--- config.mk ---
export PLATFORM = sky130hd
export DESIGN_NAME = pwm_dbuf_timer
export DESIGN_NICKNAME = d
export VERILOG_FILES = /design/src/rtl/pwm_tmr_pkg.sv /design/src/rtl/pwm_seq_fsm.sv /design/src/rtl/pwm_regbank.sv /design/src/rtl/pwm_sr_out.sv /design/src/rtl/pwm_dbuf_timer.sv
export SDC_FILE = /design/constraint.sdc
export NUM_CORES = 1
export LEC_CHECK = 0
export BUFFER_PORTS_ARGS = -buffer_cell sky130_fd_sc_hd__buf_4
export CAP_MARGIN = 25
export CORE_MARGIN = 1
export CORE_UTILIZATION = 56
export CTS_CLUSTER_DIAMETER = 120
export DETAILED_ROUTE_END_ITERATION = 10
export PLACE_DENSITY_LB_ADDON = 0.3
export SETUP_SLACK_MARGIN = 0.5
export SLEW_MARGIN = 20
export SYNTH_ARGS = -nofsm -noshare
export SYNTH_HDL_FRONTEND = slang
export SYNTH_SLANG_ARGS = --single-unit
--- constraint.sdc ---
create_clock -name clk -period 3.5 [get_ports clk]
set_clock_uncertainty 0.2 [all_clocks]
set_input_delay 0.175 -clock clk [delete_from_list [all_inputs] [get_ports clk]]
set_output_delay 0.175 -clock clk [all_outputs]
set_load 0.005 [all_outputs]
--- src/rtl/pwm_tmr_pkg.sv ---
package pwm_tmr_pkg;
    parameter int CNT_W = 16;

    typedef enum logic [0:0] {
        ST_IDLE = 1'b0,
        ST_RUN  = 1'b1
    } run_state_e;

    typedef enum logic [1:0] {
        RA_PERIOD = 2'd0,
        RA_DUTY   = 2'd1,
        RA_CTRL   = 2'd2,
        RA_SPARE  = 2'd3
    } reg_addr_e;
endpackage

--- src/rtl/pwm_seq_fsm.sv ---
module pwm_seq_fsm
    import pwm_tmr_pkg::*;
#(
    parameter int W = CNT_W
) (
    input  logic         clk,
    input  logic         rst_n,
    input  logic         run_en,
    input  logic         tick,
    input  logic [W-1:0] period,
    output run_state_e   state_q,
    output logic [W-1:0] cnt_q,
    output logic [W-1:0] cnt_next,
    output logic         start_ev,
    output logic         stop_ev,
    output logic         hold,
    output logic         adv,
    output logic         wrap_ev
);
    run_state_e state_d;
    logic       wrap_hit;

    // next-state: START (IDLE->RUN), STOP (RUN->IDLE)
    always_comb begin
        state_d = state_q;
        unique case (state_q)
            ST_IDLE: if (run_en)  state_d = ST_RUN;
            ST_RUN:  if (!run_en) state_d = ST_IDLE;
            default: state_d = ST_IDLE;
        endcase
    end

    always_ff @(posedge clk or negedge rst_n) begin
        if (!rst_n) state_q <= ST_IDLE;
        else        state_q <= state_d;
    end

    // decoded outputs of the sequencer
    always_comb begin
        wrap_hit = (cnt_q >= period);
        cnt_next = wrap_hit ? '0 : cnt_q + 1'b1;
        start_ev = 1'b0;
        stop_ev  = 1'b0;
        hold     = 1'b0;
        adv      = 1'b0;
        unique case (state_q)
            ST_IDLE: begin
                start_ev = run_en;
                hold     = !run_en;
            end
            ST_RUN: begin
                stop_ev = !run_en;
                adv     = run_en && tick;
            end
            default: hold = 1'b1;
        endcase
        wrap_ev = adv && wrap_hit;
    end

    always_ff @(posedge clk or negedge rst_n) begin
        if (!rst_n)                           cnt_q <= '0;
        else if (state_q == ST_RUN && run_en) begin
            if (tick) cnt_q <= cnt_next;
        end
        else                                  cnt_q <= '0;
    end
endmodule

--- src/rtl/pwm_regbank.sv ---
module pwm_regbank
    import pwm_tmr_pkg::*;
#(
    parameter int W = CNT_W
) (
    input  logic         clk,
    input  logic         rst_n,
    input  logic         wr_en,
    input  logic [1:0]   wr_addr,
    input  logic [W-1:0] wr_data,
    input  logic         hold,
    input  logic         commit,
    output logic [W-1:0] period,
    output logic [W-1:0] duty_act,
    output logic [W-1:0] duty_eff,
    output logic         mode_act
);
    logic [W-1:0] duty_buf;
    logic         mode_req;
    logic         wr_per, wr_duty, wr_ctrl;

    always_comb begin
        wr_per  = wr_en && (reg_addr_e'(wr_addr) == RA_PERIOD);
        wr_duty = wr_en && (reg_addr_e'(wr_addr) == RA_DUTY);
        wr_ctrl = wr_en && (reg_addr_e'(wr_addr) == RA_CTRL);
        duty_eff = commit ? duty_buf : duty_act;
    end

    always_ff @(posedge clk or negedge rst_n) begin
        if (!rst_n) begin
            period   <= '0;
            duty_buf <= '0;
            mode_req <= 1'b1;
        end else begin
            if (wr_per)  period   <= wr_data;
            if (wr_duty) duty_buf <= wr_data;
            if (wr_ctrl) mode_req <= wr_data[0];
        end
    end

    // active compare and policy: follow writes when idle, commit at boundary
    always_ff @(posedge clk or negedge rst_n) begin
        if (!rst_n) begin
            duty_act <= '0;
            mode_act <= 1'b1;
        end else if (hold) begin
            duty_act <= wr_duty ? wr_data : duty_buf;
            mode_act <= wr_ctrl ? wr_data[0] : mode_req;
        end else begin
            if (commit) begin
                duty_act <= duty_buf;
                mode_act <= mode_req;
            end
            if (wr_duty && !mode_act) duty_act <= wr_data;
        end
    end
endmodule

--- src/rtl/pwm_sr_out.sv ---
module pwm_sr_out #(
    parameter int W = 16
) (
    input  logic         clk,
    input  logic         rst_n,
    input  logic         start_ev,
    input  logic         stop_ev,
    input  logic         adv,
    input  logic         wrap_ev,
    input  logic [W-1:0] cnt_next,
    input  logic [W-1:0] duty_eff,
    output logic         pwm_q,
    output logic         irq_p_q,
    output logic         irq_d_q
);
    logic set_ev, rst_ev;

    always_comb begin
        set_ev = wrap_ev;
        rst_ev = adv && (cnt_next == duty_eff);
    end

    always_ff @(posedge clk or negedge rst_n) begin
        if (!rst_n) begin
            pwm_q   <= 1'b0;
            irq_p_q <= 1'b0;
            irq_d_q <= 1'b0;
        end else begin
            irq_p_q <= set_ev;
            irq_d_q <= rst_ev;
            if (start_ev)     pwm_q <= (duty_eff != '0);
            else if (stop_ev) pwm_q <= 1'b0;
            else if (rst_ev)  pwm_q <= 1'b0;
            else if (set_ev)  pwm_q <= 1'b1;
        end
    end
endmodule

--- src/rtl/pwm_dbuf_timer.sv ---
module pwm_dbuf_timer
    import pwm_tmr_pkg::*;
#(
    parameter int W = CNT_W
) (
    input  logic         clk,
    input  logic         rst_n,
    input  logic         run_en,
    input  logic         tick,
    input  logic         wr_en,
    input  logic [1:0]   wr_addr,
    input  logic [W-1:0] wr_data,
    output logic         pwm_out,
    output logic         irq_period,
    output logic         irq_duty
);
    run_state_e   state_q;
    logic [W-1:0] cnt_q, cnt_next, period, duty_act, duty_eff;
    logic         start_ev, stop_ev, hold, adv, wrap_ev, commit, mode_act;

    assign commit = start_ev || wrap_ev;

    pwm_seq_fsm #(.W(W)) seq_i (
        .clk(clk), .rst_n(rst_n), .run_en(run_en), .tick(tick), .period(period),
        .state_q(state_q), .cnt_q(cnt_q), .cnt_next(cnt_next),
        .start_ev(start_ev), .stop_ev(stop_ev), .hold(hold), .adv(adv), .wrap_ev(wrap_ev)
    );

    pwm_regbank #(.W(W)) regs_i (
        .clk(clk), .rst_n(rst_n), .wr_en(wr_en), .wr_addr(wr_addr), .wr_data(wr_data),
        .hold(hold), .commit(commit), .period(period), .duty_act(duty_act),
        .duty_eff(duty_eff), .mode_act(mode_act)
    );

    pwm_sr_out #(.W(W)) out_i (
        .clk(clk), .rst_n(rst_n), .start_ev(start_ev), .stop_ev(stop_ev), .adv(adv),
        .wrap_ev(wrap_ev), .cnt_next(cnt_next), .duty_eff(duty_eff),
        .pwm_q(pwm_out), .irq_p_q(irq_period), .irq_d_q(irq_duty)
    );
endmodule

# After elaboration in Yosys (flattened, before gate mapping)
# Cells that the tools add are included.
# totals
word_cells	50
out_inout_bits	3
register_bits	70
input_bits	23
# classes
add_sub_neg	1
muxes	19
n_eq_ne	4
reduce_logical	15
magnitude_cmp	1
# op_table
op	count
two-way mux 16 bit	7
adder 16 x 1 -> 16 bit (second input constant)	1
equality test 16 bit	1
greater-or-equal comparator 16 bit	1
nonzero test 16 bit	1
two-way mux 1 bit	12
logical AND 1 bit	8
nonzero test 4 bit	1
equality test 2 x 1 -> 1 bit (second input constant)	1
equality test 2 bit (second input constant)	1
zero test 1 bit	2
zero test 2 bit	1
!= test 2 bit (second input constant)	1
nonzero test 2 bit	1
logical OR 1 bit	1

# Depth between registers and ports, before layout
# depth
ltp_word	10
ltp_mapped	12
depth_no_buf	11

# By module
# From an unflattened synthesis, not the netlist that was laid out.
# hier_totals
cells_unflattened	386
hier_area_um2	4184.0
# by_module_without_submodules
mod	cells_per_inst	seq_area_each_um2	n_inst	area_each_um2
pwm_regbank	150	1253.7	1	2249.7
pwm_seq_fsm	193	425.4	1	1561.5
pwm_sr_out	42	75.1	1	366.6
pwm_dbuf_timer	1	0.0	1	6.3

# Worst setup path after synthesis
# Ideal clock, no wire load.
# synth_path
path_kind	register to register
from	reg seq_i.cnt_q[0]
to	reg out_i.pwm_q
path_buffers	1
t_arrival_ps	3172
slack_ps	9
stages_incl_launch_ff	13
setup_ps	119
path_cell_list	dfrtp_1 -> inv_1 -> ha_1 -> nand2b_1 -> a2111o_1 -> a31oi_4 -> nand2_1 -> buf_2 -> a211oi_1 -> o211ai_1 -> a2111o_1 -> o32ai_2 -> a21bo_1
# synth_via
elab_chain_cells	9
word_cells_on_any_way	13
classes_between	add/sub (1); order compare (1); eq/ne (1); mux (5); reduce/logical (5)
# synth_lines
item	line_no	rtl
start, declared	pwm_seq_fsm.sv:12	output logic [W-1:0] cnt_q,
start signal, assigned	pwm_seq_fsm.sv:63	if (tick) cnt_q <= cnt_next;
greater-or-equal comparator 16 bit	pwm_seq_fsm.sv:40	wrap_hit = (cnt_q >= period);
logical AND 1 bit	pwm_seq_fsm.sv:57	wrap_ev = adv && wrap_hit;
logical OR 1 bit	pwm_dbuf_timer.sv:21	assign commit = start_ev || wrap_ev;
two-way mux 16 bit	pwm_regbank.sv:26	duty_eff = commit ? duty_buf : duty_act;
equality test 16 bit	pwm_sr_out.sv:20	rst_ev = adv && (cnt_next == duty_eff);
logical AND 1 bit	pwm_sr_out.sv:20	
two-way mux 1 bit	pwm_sr_out.sv:33	else if (rst_ev) pwm_q <= 1'b0;
two-way mux 1 bit	pwm_sr_out.sv:32	else if (stop_ev) pwm_q <= 1'b0;
two-way mux 1 bit	pwm_sr_out.sv:31	if (start_ev) pwm_q <= (duty_eff != '0);
end signal, assigned	pwm_sr_out.sv:31	
end, declared	pwm_sr_out.sv:12	output logic pwm_q,
# Parallel ways exist; a longest one is shown, timed or not.
# A chain may end at the register's enable or synchronous reset.

# Worst setup path after layout
# layout_path
from	reg seq_i.cnt_q[14]
to	reg out_i.pwm_q
# The elaborated chain is that of the path after synthesis.

==> results.md <==
- Post-Synthesis Cells: 490
- Met3 GRT Util: 0.0796
- Core area: 7850 µm²
- Via count: 4517
- CTS tree: done
- Slew headroom: 0.391
- Final ANT Viol Nets: 0
- Final period util: 0.986
- Area grow syn2layout: 28.7%
- Initial antenna violation count: 0
- Post-Syn Area: 4620 µm²
- Worst-Margin Slew: 913 ps
- Clock sinks: 70
- Die W: 92.8 µm
- Worst hold stages: 3
- Synthesis-stage register bit count: 70
- GRT Overall Usage: 0.357
- Port-buffer cells: 25
- ANT cells: 0
- Hold/Removal Path Class: input pin to register
- # DRC: 0
- Grt total ovfl: 0
- Leakage power total: 2.59 nW
- Worst endpoint required time: 3540 ps
- Yosys cell types: 71
- Hold Vio Cnt, Final: 0
- Critical Path Fanout Max: 14
- Cell with the most instances after synthesis: dfrtp_1
- Pins Over Slew Limit: 0
- Nets: 619
- Final Setup Violations: 0
- Crit path launch type: register
- WP data arrival: 3490 ps
- Synth warnings: 0
- Final Critical Period: 3450 ps
- M2 GR Usage: 0.556
- Delay-heaviest family, CP: simple AND/OR/NAND/NOR gates
- CP Capture Type: register
- Post-synthesis net count: 534
- I/O pins: 26
- Clock Latency Late Sink: 340 ps
- Reg2Reg Depth: 11
- Async SR Flop Fraction: 1.00
- Routed WL: 15.2 mm
- Clock Path Buffers: 2
- GPL Wtd Cong: 0.998
- Status: complete, no violations
- Largest area contributor in the netlist: dfrtp_1
- Setup WS pre-CTS: -15.8 ps
- H-tree depth: 3
- FP Rows: 32
- Total power: 2.51 mW
- Worst path depth: 11
- M1 GR Usage: 0.475
- Slowest stage delay, CP: 510 ps
- Largest net degree at the start of global routing: 71
- Number of synthesized flops with an enable pin: 0
- DRT Pass-1 Iters: 5
- Critical path, cell by cell: ha_1 > nand4_1 > nor3_2 > buf_4 > a31oi_4 > nand2_4 > a31oi_1 > a2111oi_2 > or4b_4 > o32ai_2 > a21bo_1
- Top-area cell type share of the netlist area: 0.369
- Worst vdd ir: 307 µV
- WL/cell: 22.2 µm
- Die Ht: 92.8 µm
- Dpl hpwl: 10.4 mm
- Num CTS Buffers: 9
- Number of global-route vias before repair: 4373
- Fmax: 290 MHz
- Top cells by count, synth: 68 x dfrtp_1, 60 x nand2_1, 30 x o21ai_0
- Initial Util: 0.588
- Busiest grt layer: met2
- Drt via density: 6.62
- Root buf cell: clkbuf_8
- Prevailing post-synth register cell: dfrtp_1
- Iter 0 DRT Violations: 441
- Die ar.: 8610 µm²
- Top cells by area, synth: dfrtp_1 37%, ha_1 5.7%, nand2_1 4.9%, mux2i_1 4.8%, mux2_2 4.6%
- Post-route setup slack: 48.9 ps
- Buffers and inverters on the worst path: 1
- Slowest cell on crit path: or4b_4
- Layout cell share with drive strength beyond 1: 0.317
- Mean Syn Cell Area: 9.42 µm²
- Max-cap viol count: 0
- Critical path class: register to register
- Worst-path clk slew: 90 ps
- RSZ-0062 raised after global routing: yes
- First-pass GRT wire length: 23.2 mm
- Filler cells: 566
- Sequential area share after synthesis: 0.380
- Power density over the cells: 423 nW/µm²
- Setup TNS: 0 ps
-- flip-flops by register name, indices dropped and copies added, names as in the netlist --
register,cells
seq_i.cnt_q,16
out_i.irq_d_q,1
regs_i.period,16
out_i.irq_p_q,1
seq_i.state_q,1
out_i.pwm_q,1
regs_i.mode_act,1
regs_i.mode_req,1
regs_i.duty_act,16
regs_i.duty_buf,16
-- cells in the final DEF, fill, tap and decap left out, types with 6 or more instances in the layout --
master / instances
nor2_1: 20
nand3_1: 13
nor3_1: 11
buf_4: 74
a21oi_1: 16
dfrtp_2: 6
ha_1: 18
mux2i_1: 22
dlygate4sd3_1: 18
xnor2_1: 10
inv_1: 24
clkbuf_8: 11
a31oi_1: 10
o21ai_0: 27
nand2_1: 57
dfrtp_1: 62
nand4_1: 6
o221a_2: 14
a21boi_0: 6
nor4_1: 6
nor2b_1: 9
mux2_2: 19
-- where the power goes --
part / switching (mW) / leakage, nW / internal [mW]
clock network: 0.335 / 0.130 / 0.515
logic: 0.307 / 1.61 / 0.288
registers: 0.140 / 0.853 / 0.926
total: 0.782 / 2.59 / 1.73
-- stage by stage --
step | std cells | utilization | cell area [µm²] | hold slack (ps)
6_report | 682 | 0.757 | 5940 | 11.7
2_1_floorplan | 490 | - | 4660 | -321
3_5_place_dp | 628 | 0.656 | 5140 | 137
5_1_grt | 682 | 0.757 | 5940 | 49.5
4_1_cts | 673 | 0.730 | 5730 | 17.7
3_3_place_gp | 628 | 0.656 | 5140 | 129
-- cell families (layout without fill, tap and decap cells) --
family / after synthesis / after routing / share of synthesized area
flops: 70 / 70 / 0.380
mux: 41 / 41 / 0.0941
compound gates: 122 / 122 / 0.198
xor+xnor: 20 / 20 / 0.0409
simple gates: 165 / 165 / 0.187
fa+ha+maj: 21 / 21 / 0.0569
buf+inv: 51 / 141 / 0.0434
-- what timing repair did --
action                     4_1_cts  5_1_grt
setup buffers                   11        9
hold buffers                    18        0
gates resized for setup         16       28
hold endpoints to repair       117        0
setup endpoints to repair       17       17
pin swaps                       10       12
-- tightest hold or removal path, stage by stage --
cell and delay, ps:
buf_4 90, nor3b_2 100, o21ai_0 150
-- final timing paths --
kind                                 startpoint               end  slack [ps]
worst max-delay path            seq_i.cnt_q[14]       out_i.pwm_q          50
worst min-delay path                 wr_addr[0]  regs_i.period[3]          10
worst max register to register  seq_i.cnt_q[14]       out_i.pwm_q          50
worst min register to register  regs_i.mode_act   regs_i.mode_act         320
max in group asynchronous                 rst_n    seq_i.cnt_q[6]        2160
min in group asynchronous                 rst_n    seq_i.cnt_q[2]         290
-- final cells by class --
cell class	count	area [µm²]	share of cell area
Multi-Input combinational cell	369	2870	0.483
Sequential cell	70	1760	0.297
Timing Repair Buffer	99	827	0.139
Clock buffer	11	151	0.0255
Tap cell	102	128	0.0215
Clock inverter	5	104	0.0175
Inverter	26	97.6	0.0164
-- layer usage --
layer  routed length (µm)  up-vias
met5                    0        -
met4                  534        0
met3                 1370       53
met2                 7230      287
met1                 6030     2193
li1                     -     1984
Power figures use the tool's default switching activity.
